[src/rtl/acu_pkg.sv]
package acu_pkg;
  localparam int unsigned DIG_W = 4;

  typedef enum logic [3:0] {
    OP_INC_BIN = 4'h0,
    OP_DEC_BIN = 4'h1,
    OP_INC_BCD = 4'h2,
    OP_DEC_BCD = 4'h3,
    OP_CPL     = 4'h4,
    OP_CLR     = 4'h5,
    OP_SHL     = 4'h6,
    OP_SHR     = 4'h7,
    OP_SETB    = 4'h8,
    OP_CLRB    = 4'h9
  } op_e;

  typedef struct packed {
    logic acc_we;
    logic cy_we;
    logic use_step;
    logic dec;
    logic bcd;
  } ctl_t;
endpackage

[src/rtl/acu_decode.sv]
module acu_decode
  import acu_pkg::*;
(
  input  logic       valid_i,
  input  logic [3:0] op_i,
  output ctl_t       ctl_o
);
  logic known;
  logic step;

  assign known = (op_i <= 4'h9);
  // codes 0..3 are the counting group: bit0 = direction, bit1 = decimal
  assign step  = (op_i[3:2] == 2'b00);

  always_comb begin
    ctl_o          = '0;
    ctl_o.acc_we   = valid_i & known;
    ctl_o.cy_we    = valid_i & step;
    ctl_o.use_step = step;
    ctl_o.dec      = op_i[0];
    ctl_o.bcd      = op_i[1];
  end
endmodule

[src/rtl/acu_stepper.sv]
module acu_stepper
  import acu_pkg::*;
#(
  parameter int unsigned NDIG = 2,
  localparam int unsigned W   = NDIG * DIG_W
) (
  input  logic [W-1:0] acc_i,
  input  logic         dec_i,
  input  logic         bcd_i,
  output logic [W-1:0] res_o,
  output logic         cout_o
);
  logic [NDIG:0] cy;
  assign cy[0] = 1'b1;

  for (genvar d = 0; d < NDIG; d++) begin : g_dig
    logic [DIG_W-1:0] nib;
    logic [DIG_W-1:0] rip;
    logic [DIG_W:0]   k;
    logic             term;
    logic             wrap_bcd;

    assign nib  = acc_i[d*DIG_W +: DIG_W];
    assign k[0] = cy[d];

    // half-adder slices: toggle on incoming carry/borrow
    for (genvar b = 0; b < DIG_W; b++) begin : g_bit
      assign k[b+1]  = k[b] & (nib[b] ^ dec_i);
      assign rip[b]  = nib[b] ^ k[b];
    end

    // digit end value: 0 going down, 9 or 15 going up
    always_comb begin
      if (dec_i)      term = (nib == '0);
      else if (bcd_i) term = (nib == DIG_W'(9));
      else            term = (nib == '1);
    end

    assign wrap_bcd = bcd_i & cy[d] & term;
    // carry skip: next digit sees carry from end detect, not from slice ripple
    assign cy[d+1]  = cy[d] & term;

    always_comb begin
      if (wrap_bcd) res_o[d*DIG_W +: DIG_W] = dec_i ? DIG_W'(9) : '0;
      else          res_o[d*DIG_W +: DIG_W] = rip;
    end
  end

  assign cout_o = cy[NDIG];
endmodule

[src/rtl/acu_shaper.sv]
module acu_shaper
  import acu_pkg::*;
#(
  parameter int unsigned W     = 8,
  localparam int unsigned IDX_W = $clog2(W)
) (
  input  logic [W-1:0]     acc_i,
  input  logic [3:0]       op_i,
  input  logic [IDX_W-1:0] idx_i,
  output logic [W-1:0]     res_o
);
  logic [W-1:0] one_hot;
  assign one_hot = W'(1) << idx_i;

  always_comb begin
    unique case (op_e'(op_i))
      OP_CPL:  res_o = ~acc_i;
      OP_CLR:  res_o = '0;
      OP_SHL:  res_o = {acc_i[W-2:0], 1'b0};
      OP_SHR:  res_o = {1'b0, acc_i[W-1:1]};
      OP_SETB: res_o = acc_i | one_hot;
      OP_CLRB: res_o = acc_i & ~one_hot;
      default: res_o = acc_i;
    endcase
  end
endmodule

[src/rtl/acu_core.sv]
module acu_core
  import acu_pkg::*;
#(
  parameter int unsigned NDIG  = 2,
  localparam int unsigned W     = NDIG * DIG_W,
  localparam int unsigned IDX_W = $clog2(W)
) (
  input  logic             clk_i,
  input  logic             rst_ni,
  input  logic             op_valid_i,
  input  logic [3:0]       op_i,
  input  logic [IDX_W-1:0] bit_idx_i,
  output logic [W-1:0]     acc_o,
  output logic             zero_o,
  output logic             carry_o
);
  ctl_t         ctl;
  logic [W-1:0] acc_q, step_res, shape_res, acc_d;
  logic         cy_q, step_cy;

  acu_decode u_dec (
    .valid_i (op_valid_i),
    .op_i    (op_i),
    .ctl_o   (ctl)
  );

  acu_stepper #(.NDIG(NDIG)) u_step (
    .acc_i  (acc_q),
    .dec_i  (ctl.dec),
    .bcd_i  (ctl.bcd),
    .res_o  (step_res),
    .cout_o (step_cy)
  );

  acu_shaper #(.W(W)) u_shape (
    .acc_i (acc_q),
    .op_i  (op_i),
    .idx_i (bit_idx_i),
    .res_o (shape_res)
  );

  assign acc_d = ctl.use_step ? step_res : shape_res;

  always_ff @(posedge clk_i or negedge rst_ni) begin
    if (!rst_ni) begin
      acc_q <= '0;
      cy_q  <= 1'b0;
    end else begin
      if (ctl.acc_we) acc_q <= acc_d;
      if (ctl.cy_we)  cy_q  <= step_cy;
    end
  end

  assign acc_o   = acc_q;
  assign zero_o  = (acc_q == '0);
  assign carry_o = cy_q;
endmodule

[config.mk]
export PLATFORM = sky130hd
export DESIGN_NAME = acu_core
export DESIGN_NICKNAME = d
export VERILOG_FILES = /design/src/rtl/acu_pkg.sv /design/src/rtl/acu_decode.sv /design/src/rtl/acu_stepper.sv /design/src/rtl/acu_shaper.sv /design/src/rtl/acu_core.sv
export SDC_FILE = /design/constraint.sdc
export NUM_CORES = 1
export LEC_CHECK = 0
export BUFFER_PORTS_ARGS = -buffer_cell sky130_fd_sc_hd__buf_2
export CAP_MARGIN = 0
export CORE_ASPECT_RATIO = 1.5
export CORE_MARGIN = 2
export CORE_UTILIZATION = 55
export DETAILED_ROUTE_END_ITERATION = 10
export PLACE_DENSITY_LB_ADDON = 0.12
export SYNTH_ARGS = -nofsm -noshare
export SYNTH_HDL_FRONTEND = slang
export SYNTH_SLANG_ARGS = --single-unit
[constraint.sdc]
create_clock -name clk_i -period 1.8 [get_ports clk_i]
set_input_delay 0.09 -clock clk_i [delete_from_list [all_inputs] [get_ports clk_i]]
set_output_delay 0.09 -clock clk_i [all_outputs]
set_load 0.03 [all_outputs]
# Yosys cells after proc, flatten, opt, wreduce, memory -nomap -nowiden
# Cells that the tools add are included.
# Widths: inputs -> output; s select.
[classes]
n_bitwise = 28
n_shift = 1
n_mux = 9
n_reduce_logical = 6
n_lt_le_gt_ge = 1
eq_ne = 10
[ops]
columns = ["op", "count"]
rows = [
  ["$pmux 8 s6", 1],
  ["$eq 4x4->1 const B", 6],
  ["$eq 4x3->1 const B", 4],
  ["$not 8->8", 2],
  ["$xor 1x1->1", 13],
  ["$mux 4", 3],
  ["$and 1x1->1", 10],
  ["$and 8x8->8", 1],
  ["$logic_not 4->1", 2],
  ["$logic_not 8->1", 1],
  ["$mux 8", 1],
  ["$or 8x8->8", 1],
  ["$shl 1x3->8 const A", 1],
  ["$reduce_bool 7->1", 1],
  ["$le 4x4->1 const B", 1],
  ["$mux 1", 4],
  ["$logic_not 2->1", 1],
  ["$reduce_and 2->1", 1],
  ["$not 1->1", 1],
]
[totals]
out_inout_bits = 10
wordCells = 57
ff_bits = 9
in_bits = 10

# Depth between registers and ports, before layout
# Gate-level depths: netlist (run 1).
[depth]
depth_word = 9
mapped_depth = 8
depth_no_buf = 5

# Cells and area by module
# A second synthesis (run 1) with hierarchy kept.
[unflattened]
hier_cells = 198
hier_area_um2 = 1368.8
[modules_own_cells]
columns = ["module", "cells_per_inst", "area_each_um2", "n_inst", "seq_area_each_um2"]
rows = [
  ["acu_shaper", 79, 469.2, 1, 0.0],
  ["acu_stepper", 72, 431.7, 1, 0.0],
  ["acu_core", 40, 421.7, 1, 225.2],
  ["acu_decode", 7, 46.3, 1, 0.0],
]

# Worst setup path after synthesis (run 1)
# Ideal clock, no wire load.
[synth_path]
path_kind = "register -> output"
startpoint = "register acc_q[0], in the netlist acc_o[0]"
endpoint = "output zero_o"
n_path_buf = 0
required_time_ns = 1.710
arrival_ns = 1.908
stages_incl_launch_ff = 3
path_slack_ns = -0.198
path_cell_list = "dfrtp_1 -> or3_1 -> nor4_1"
[synth_between]
elab_chain_cells = 1
[synth_rtl]
columns = ["item", "line", "source"]
rows = [
  ["start, declared", "acu_core.sv:18", "logic [W-1:0] acc_q, step_res, shape_res, acc_d;"],
  ["start signal, assigned", "acu_core.sv:46", "acc_q <= '0;"],
  ["start signal, assigned", "acu_core.sv:49", "if (ctl.acc_we) acc_q <= acc_d;"],
  ["$logic_not 8->1", "acu_core.sv:55", "assign zero_o = (acc_q == '0);"],
  ["end, declared", "acu_core.sv:14", "output logic zero_o,"],
]
# Every way passes these cells.

# Final worst setup path (run 1)
[layout_path]
startpoint = "register acc_q[5], in the netlist acc_o[5]"
endpoint = "register acc_q[6], in the netlist acc_o[6]"
[layout_between]
elab_chain_cells = 6
word_cells_on_any_way = 12
classes_between = "eq/ne (2); mux (5); bitwise (4); reduce/logical (1)"
[layout_rtl]
columns = ["item", "line", "source"]
rows = [
  ["$eq 4x4->1 (on tied branches)", "acu_stepper.sv:36, acu_stepper.sv:35", ""],
  ["$mux 1", "acu_stepper.sv:35", "else if (bcd_i) term = (nib == DIG_W'(9));"],
  ["$mux 1", "acu_stepper.sv:34", "if (dec_i) term = (nib == '0);"],
  ["$and 1x1->1", "acu_stepper.sv:39", "assign wrap_bcd = bcd_i & cy[d] & term;"],
  ["$mux 4", "acu_stepper.sv:44", "if (wrap_bcd) res_o[d*DIG_W +: DIG_W] = dec_i ? DIG_W'(9) : '0;"],
  ["$mux 8 *", "acu_core.sv:42", "assign acc_d = ctl.use_step ? step_res : shape_res;"],
]
# Every way passes the cells marked *; elsewhere a longest branch is shown, timed or not.
# A chain may end at the register's enable or synchronous reset.

==> impl_metrics.yaml, run 1 <==
outcome:
  status: "finished with violations"
  violations: "setup timing"
timing:
  period_share_pct: 101
  skew_ns: 0.0105
  setup-violations-final: 1
  clock.fmax_ghz: 0.549
  slew_headroom_pct: 71.3
  fin_ws_ns: -0.0210
  fin_crit_ns: 1.82
  tns_ns: -0.0210
  final_max_slew_viol_count: 0
  rsz0062_at_grt: "yes"
  worst-slew-pin-transition_ns: 0.426
  hold_violations: 0
clocking:
  clk_pin_slew_ns: 0.07
  cts_tree: "yes"
  cts_sinks: 9
  cts-root-buf: "clkbuf_4"
  cts_max_level: 1
  clockBufferDepth: 2
  insertion_delay_ns: 0.27
  numCtsBuffers: 3
global_routing:
  grt_first_pass_wirelength_um: 6620
  antenna_found_initial: 0
  grt_max_degree: 23
  grt.total_usage_pct: 30.3
  overflow: 0
  grt_pass1_vias: 1447
pwr:
  clkPwrFrac_pct: 9.3
  p_switching_uw: 874
  combPwrFrac_pct: 70.4
  vdd_ir_drop_max_mv: 0.626
  seqPwrFrac_pct: 20.3
  switching_share_pct: 50.9
  p_leak_nw: 0.629
  pwr_density_cell_nw_per_um2: 1090
  power.internal_uw: 843
final_layout:
  fin_area_um2: 1580
  area_delta_synth_final_pct: 16.8
  antenna_cells: 0
  nets: 210
  drive_above_1_share_pct: 26.6
  utilization_pct: 66.0
  fin_cells: 223
critical_path:
  crit_path_start_kind: "flop"
  cp_data_arrival_time_ns: 1.97
  setup.worst_path.class: "flop to flop"
  end_kind: "flop"
  critPathBufInv: 0
  cpLargestDelayFamily: "compound AO/OA/AOI/OAI gates"
  path_max_fanout: 6
  r2r_start: "acc_o[5]"
  slowest_delay_ns: 0.42
  cp_data_required_time_ns: 1.95
  cp_cell_sequence: "or3b_4 > a211oi_4 > o22ai_4 > a311oi_1 > a211oi_1"
  slowest_stage: "or3b_4"
  crit_path_start: "acc_o[5]"
die:
  die_width_um: 44.5
  row_count: 22
  core_area_um2: 2390
  ios: 20
  die_h_um: 64.8
  initial_core_util_pct: 56.5
  die-area_um2: 2880
yosys:
  synth_edf_count: 0
  synthAdderAreaFrac_pct: 0
  syn_area_per_cell_um2: 7.48
  synth_area_leaders: "dfrtp_1 (17%), mux2i_1 (5.9%), o21ai_0 (5.2%)"
  syn-cell-area_um2: 1350
  synth-seq-cells: 9
  synth_warnings: 0
  synth_common_cells: "o21ai_0 (14), nand2_1 (13), clkbuf_1 (10), nor2_1 (10), dfrtp_1 (9)"
  synthXorXnorAreaFrac_pct: 1.94
  yosysSeqAreaShare_pct: 16.6
  synth_cells: 181
  synth_top_family_by_area: "compound AO/OA/AOI/OAI gates"
  ys_async_sr_fraction_pct: 100
  yosys.area.top_type: "dfrtp_1"
  synth.most_common_cell: "o21ai_0"
  syn_nets: 191
  yosys_most_used_dff: "dfrtp_1"
  synth_compound_gate_area_share_pct: 37.6
  synth-simple-area-share_pct: 28.0
  ys_types: 55
  synth_mux_area_share_pct: 7.58
  synth_top_area_share_pct: 16.6
drt:
  via_per_inst: 6.80
  drt_wl_total_um: 4010
  drt-initial-drc-count: 57
  ant_nets: 0
  drt-wirelength-per-cell_um: 18.0
  dr_total_vias: 1517
  dr.pass1.iters: 4
  drc: 0
run:
  cap_viol_max_count: 0
placed_design:
  placed_cell_area_um2: 1520
  dp.cells: 218
  portBuffers: 19
  hpwlAfterDp_um: 3080
  routabilityCongestion: 0.950
  post-place-ws_ns: -0.00235
min_path:
  min_from: "op_valid_i"
  hold_path_class: "primary input to flop"
==> what timing repair did <==
item                       4_1_cts  5_1_grt
buffers inserted                 0        0
hold buffers                     1        0
setup endpoints to repair        1        5
hold endpoints to repair         9        0
pin swaps                        1        3
gates resized for setup          0        8
==> per-stage QoR <==
step	power, mW	hold WS (ns)
4_1_cts	1.68	0.156
3_5_place_dp	1.51	-0.0417
2_1_floorplan	1.14	-0.206
3_3_place_gp	1.49	-0.0474
5_1_grt	1.85	0.141
6_report	1.72	0.118
==> cell families after synthesis <==
family	count (synthesis)
muxes	10
AOI/OAI and AO/OA	68
DFF	9
buffers and inverters	25
and+or+nand+nor	66
xor gates and xnor gates	3
==> registers in the layout, indices dropped and copies added, names as in the netlist <==
register and count:
carry_o 1, acc_o 8
==> cell usage in the layout, fill, tap and decap left out, types with 3 or more instances in the layout <==
| master | n |
|---|---|
| nand3_1 | 3 |
| a311oi_1 | 3 |
| buf_2 | 19 |
| buf_4 | 14 |
| nor2_1 | 10 |
| a21oi_1 | 8 |
| mux2i_1 | 8 |
| nor3b_1 | 5 |
| nand2b_1 | 8 |
| nor2b_1 | 3 |
| nand3b_1 | 6 |
| nand2_1 | 12 |
| a21boi_0 | 3 |
| inv_1 | 4 |
| a211oi_1 | 3 |
| o21ai_0 | 12 |
| clkbuf_4 | 3 |
| dfrtp_1 | 8 |
| a31oi_1 | 3 |
| o221ai_1 | 3 |
==> cell type report <==
cell class	instances	area [um^2]
Multi-Input combinational cell	147	1050
Fill cell	221	813
Timing Repair Buffer	35	230
Sequential cell	9	226
Tap cell	24	30.0
Clock buffer	4	26.3
Inverter	4	15.0
==> power groups by stage <==
stage | Clock, mW | Combinational [mW] | Sequential, mW
floorplan | 0 | 0.657 | 0.487
detailed placement | 0 | 1.17 | 0.347
finish | 0.160 | 1.21 | 0.348
global placement | 0 | 1.14 | 0.344
CTS | 0.166 | 1.17 | 0.344
global route | 0.171 | 1.31 | 0.361
==> worst min-delay path, stage by stage <==
cell	delay (ns)
buf_2	0.11
nand2_1	0.07
o21ai_1	0.08
==> final timing paths <==
| kind | endpoint | slack (ns) | depth (start not counted) |
|---|---|---|---|
| hold / removal | carry_o | 0.12 | 3 |
| setup / recovery | acc_o[6] | -0.02 | 5 |
| setup reg to reg | acc_o[6] | -0.02 | 5 |
| max in group asynchronous | acc_o[4] | 1.38 | 2 |
| min in group asynchronous | carry_o | 0.20 | 2 |
| hold reg to reg | carry_o | 0.55 | 2 |
==> per-layer routing <==
metal / up-vias / GRT usage [%] / wire length, um / part of all wire, %
li1: 730 / - / - / -
met1: 730 / 36.0 / 1730 / 43
met2: 43 / 52.9 / 2060 / 51
met3: 14 / 4.18 / 119 / 3.0
met4: 0 / 11.4 / 97 / 2.4
met5: - / 0 / 0 / 0
Power figures use the tool's default switching activity.
==> run 2, diff against run 1 <==
CORE_UTILIZATION = 50   (was 55)
==> run 2 against run 1 <==
Against the previous run: the flow now finishes without violations; via count grew 2.5%; maximum frequency grew 2.8%; final cell count up 7.6%; worst hold slack improved by 0.033 ns; sequential share of layout area decreased by 0.75 points; critical endpoint unchanged; largest cell class unchanged; largest power group unchanged.
==> impl_metrics.yaml, run 2 (synthesized netlist as in run 1, its figures left out) <==
final_layout:
  nets: 214
  final_cell_mix: "buf_2 (19), buf_4 (19), nand2_1 (12), o21ai_0 (12), nor2_1 (10)"
  utilization_pct: 63.7
  antenna_cells: 0
  largest_register_ffs: 8
  area_delta_synth_final_pct: 23.3
  n_fill_cell: 246
  drive_above_1_share_pct: 30.0
drt:
  drc: 0
  dr.pass1.iters: 4
  via_per_inst: 6.48
  dr_total_vias: 1555
  drt-wirelength-per-cell_um: 17.6
  ant_nets: 0
  drt_wl_total_um: 4210
  drt-initial-drc-count: 56
clocking:
  cts_tree: "yes"
  cts-root-buf: "clkbuf_8"
  clockBufferDepth: 2
  numCtsBuffers: 3
  insertion_delay_ns: 0.24
  cts_max_level: 1
  cts_sinks: 9
  clk_pin_slew_ns: 0.05
run:
  cap_viol_max_count: 0
timing:
  worst-slew-pin-transition_ns: 0.475
  setup-violations-final: 0
  whs_ns: 0.152
  skew_ns: 0.00605
  clock.fmax_ghz: 0.564
  period_share_pct: 98.4
  slew_headroom_pct: 67.9
  hold_violations: 0
  final_max_slew_viol_count: 0
  fin_crit_ns: 1.77
critical_path:
  end_kind: "flop"
  cp_data_required_time_ns: 1.92
  cp_data_arrival_time_ns: 1.89
  path_max_fanout: 6
  crit_path_start_kind: "flop"
  setup.worst_path.class: "flop to flop"
pwr:
  p_leak_nw: 0.662
  pwr_density_cell_nw_per_um2: 1130
  vdd_ir_drop_max_mv: 0.769
placed_design:
  routabilityCongestion: 0.927
  hpwlAfterDp_um: 3070
  portBuffers: 19
global_routing:
  antenna_found_initial: 0
  grt_max_degree: 23
  grt.total_usage_pct: 29.1
  overflow: 0
  grt_pass1_vias: 1393
  grt_first_pass_wirelength_um: 6710
die:
  die_width_um: 46.5
  initial_core_util_pct: 51.7
  ios: 20
  row_count: 23
  die_h_um: 67.7
  die-area_um2: 3150
  core_area_um2: 2620
outcome:
  status: "finished, final reports clean"
min_path:
  hold_path_class: "primary input to flop"
## run 2: metal layers
layer | wire (um) | GRT usage [%]
met4 | 90 | 9.64
met1 | 1760 | 41.5
met2 | 2090 | 45.1
met5 | 0 | 0
met3 | 274 | 2.67
## run 2: path summary, 6_finish.rpt
kind | start | endpoint | slack [ns] | cells past startpoint
setup reg to reg | acc_o[5] | acc_o[6] | 0.03 | 5
hold / removal | op_valid_i | carry_o | 0.15 | 3
max in group asynchronous | rst_ni | acc_o[4] | 1.37 | 2
hold reg to reg | carry_o | carry_o | 0.50 | 2
min in group asynchronous | rst_ni | acc_o[0] | 0.23 | 2
setup / recovery | acc_o[5] | acc_o[6] | 0.03 | 5
## run 2: through the flow
stage / setup slack, ns / setup TNS [ns] / cell area (um^2) / power, mW / std cells
after global routing: -0.0257 / -0.0299 / 1670 / 2.01 / 240
final: 0.0283 / 0 / 1670 / 1.88 / 240
after detailed placement: -0.0282 / -0.0558 / 1540 / 1.54 / 233
after global placement: 0.0356 / 0 / 1540 / 1.51 / 233
after floorplan: -0.00255 / -0.00255 / 1370 / 1.14 / 181
after CTS: 0.0244 / 0 / 1600 / 1.80 / 238
## run 2: cell type report
class	instances	area, um^2	area share (%)
clock inverters	1	5.00	0.300
clock buffers	3	41.3	2.47
flip-flops and latches	9	226	13.6
inverters	4	15.0	0.900
multi-input cells	147	1090	65.1
repair buffers	39	248	14.8
well taps	37	46.3	2.77
## run 2: power by group
group,leakage [nW],switching (mW),internal (mW),total [mW]
combinational,0.527,0.770,0.519,1.29
clock,0.0255,0.0930,0.152,0.245
sequential,0.109,0.0729,0.275,0.348
## run 2: critical path: stages (launching register included)
cell and delay [ns]:
dfrtp_1 0.40, or3b_4 0.41, a211oi_4 0.29, o22ai_4 0.15, a221oi_2 0.27, a211oi_1 0.12
## run 2: timing repair
action,4_1_cts,5_1_grt
pin swaps,0,6
endpoints found under the setup margin,2,4
endpoints found under the hold margin,9,0
buffers inserted,0,2
gates resized for setup,2,12
hold buffers,1,0
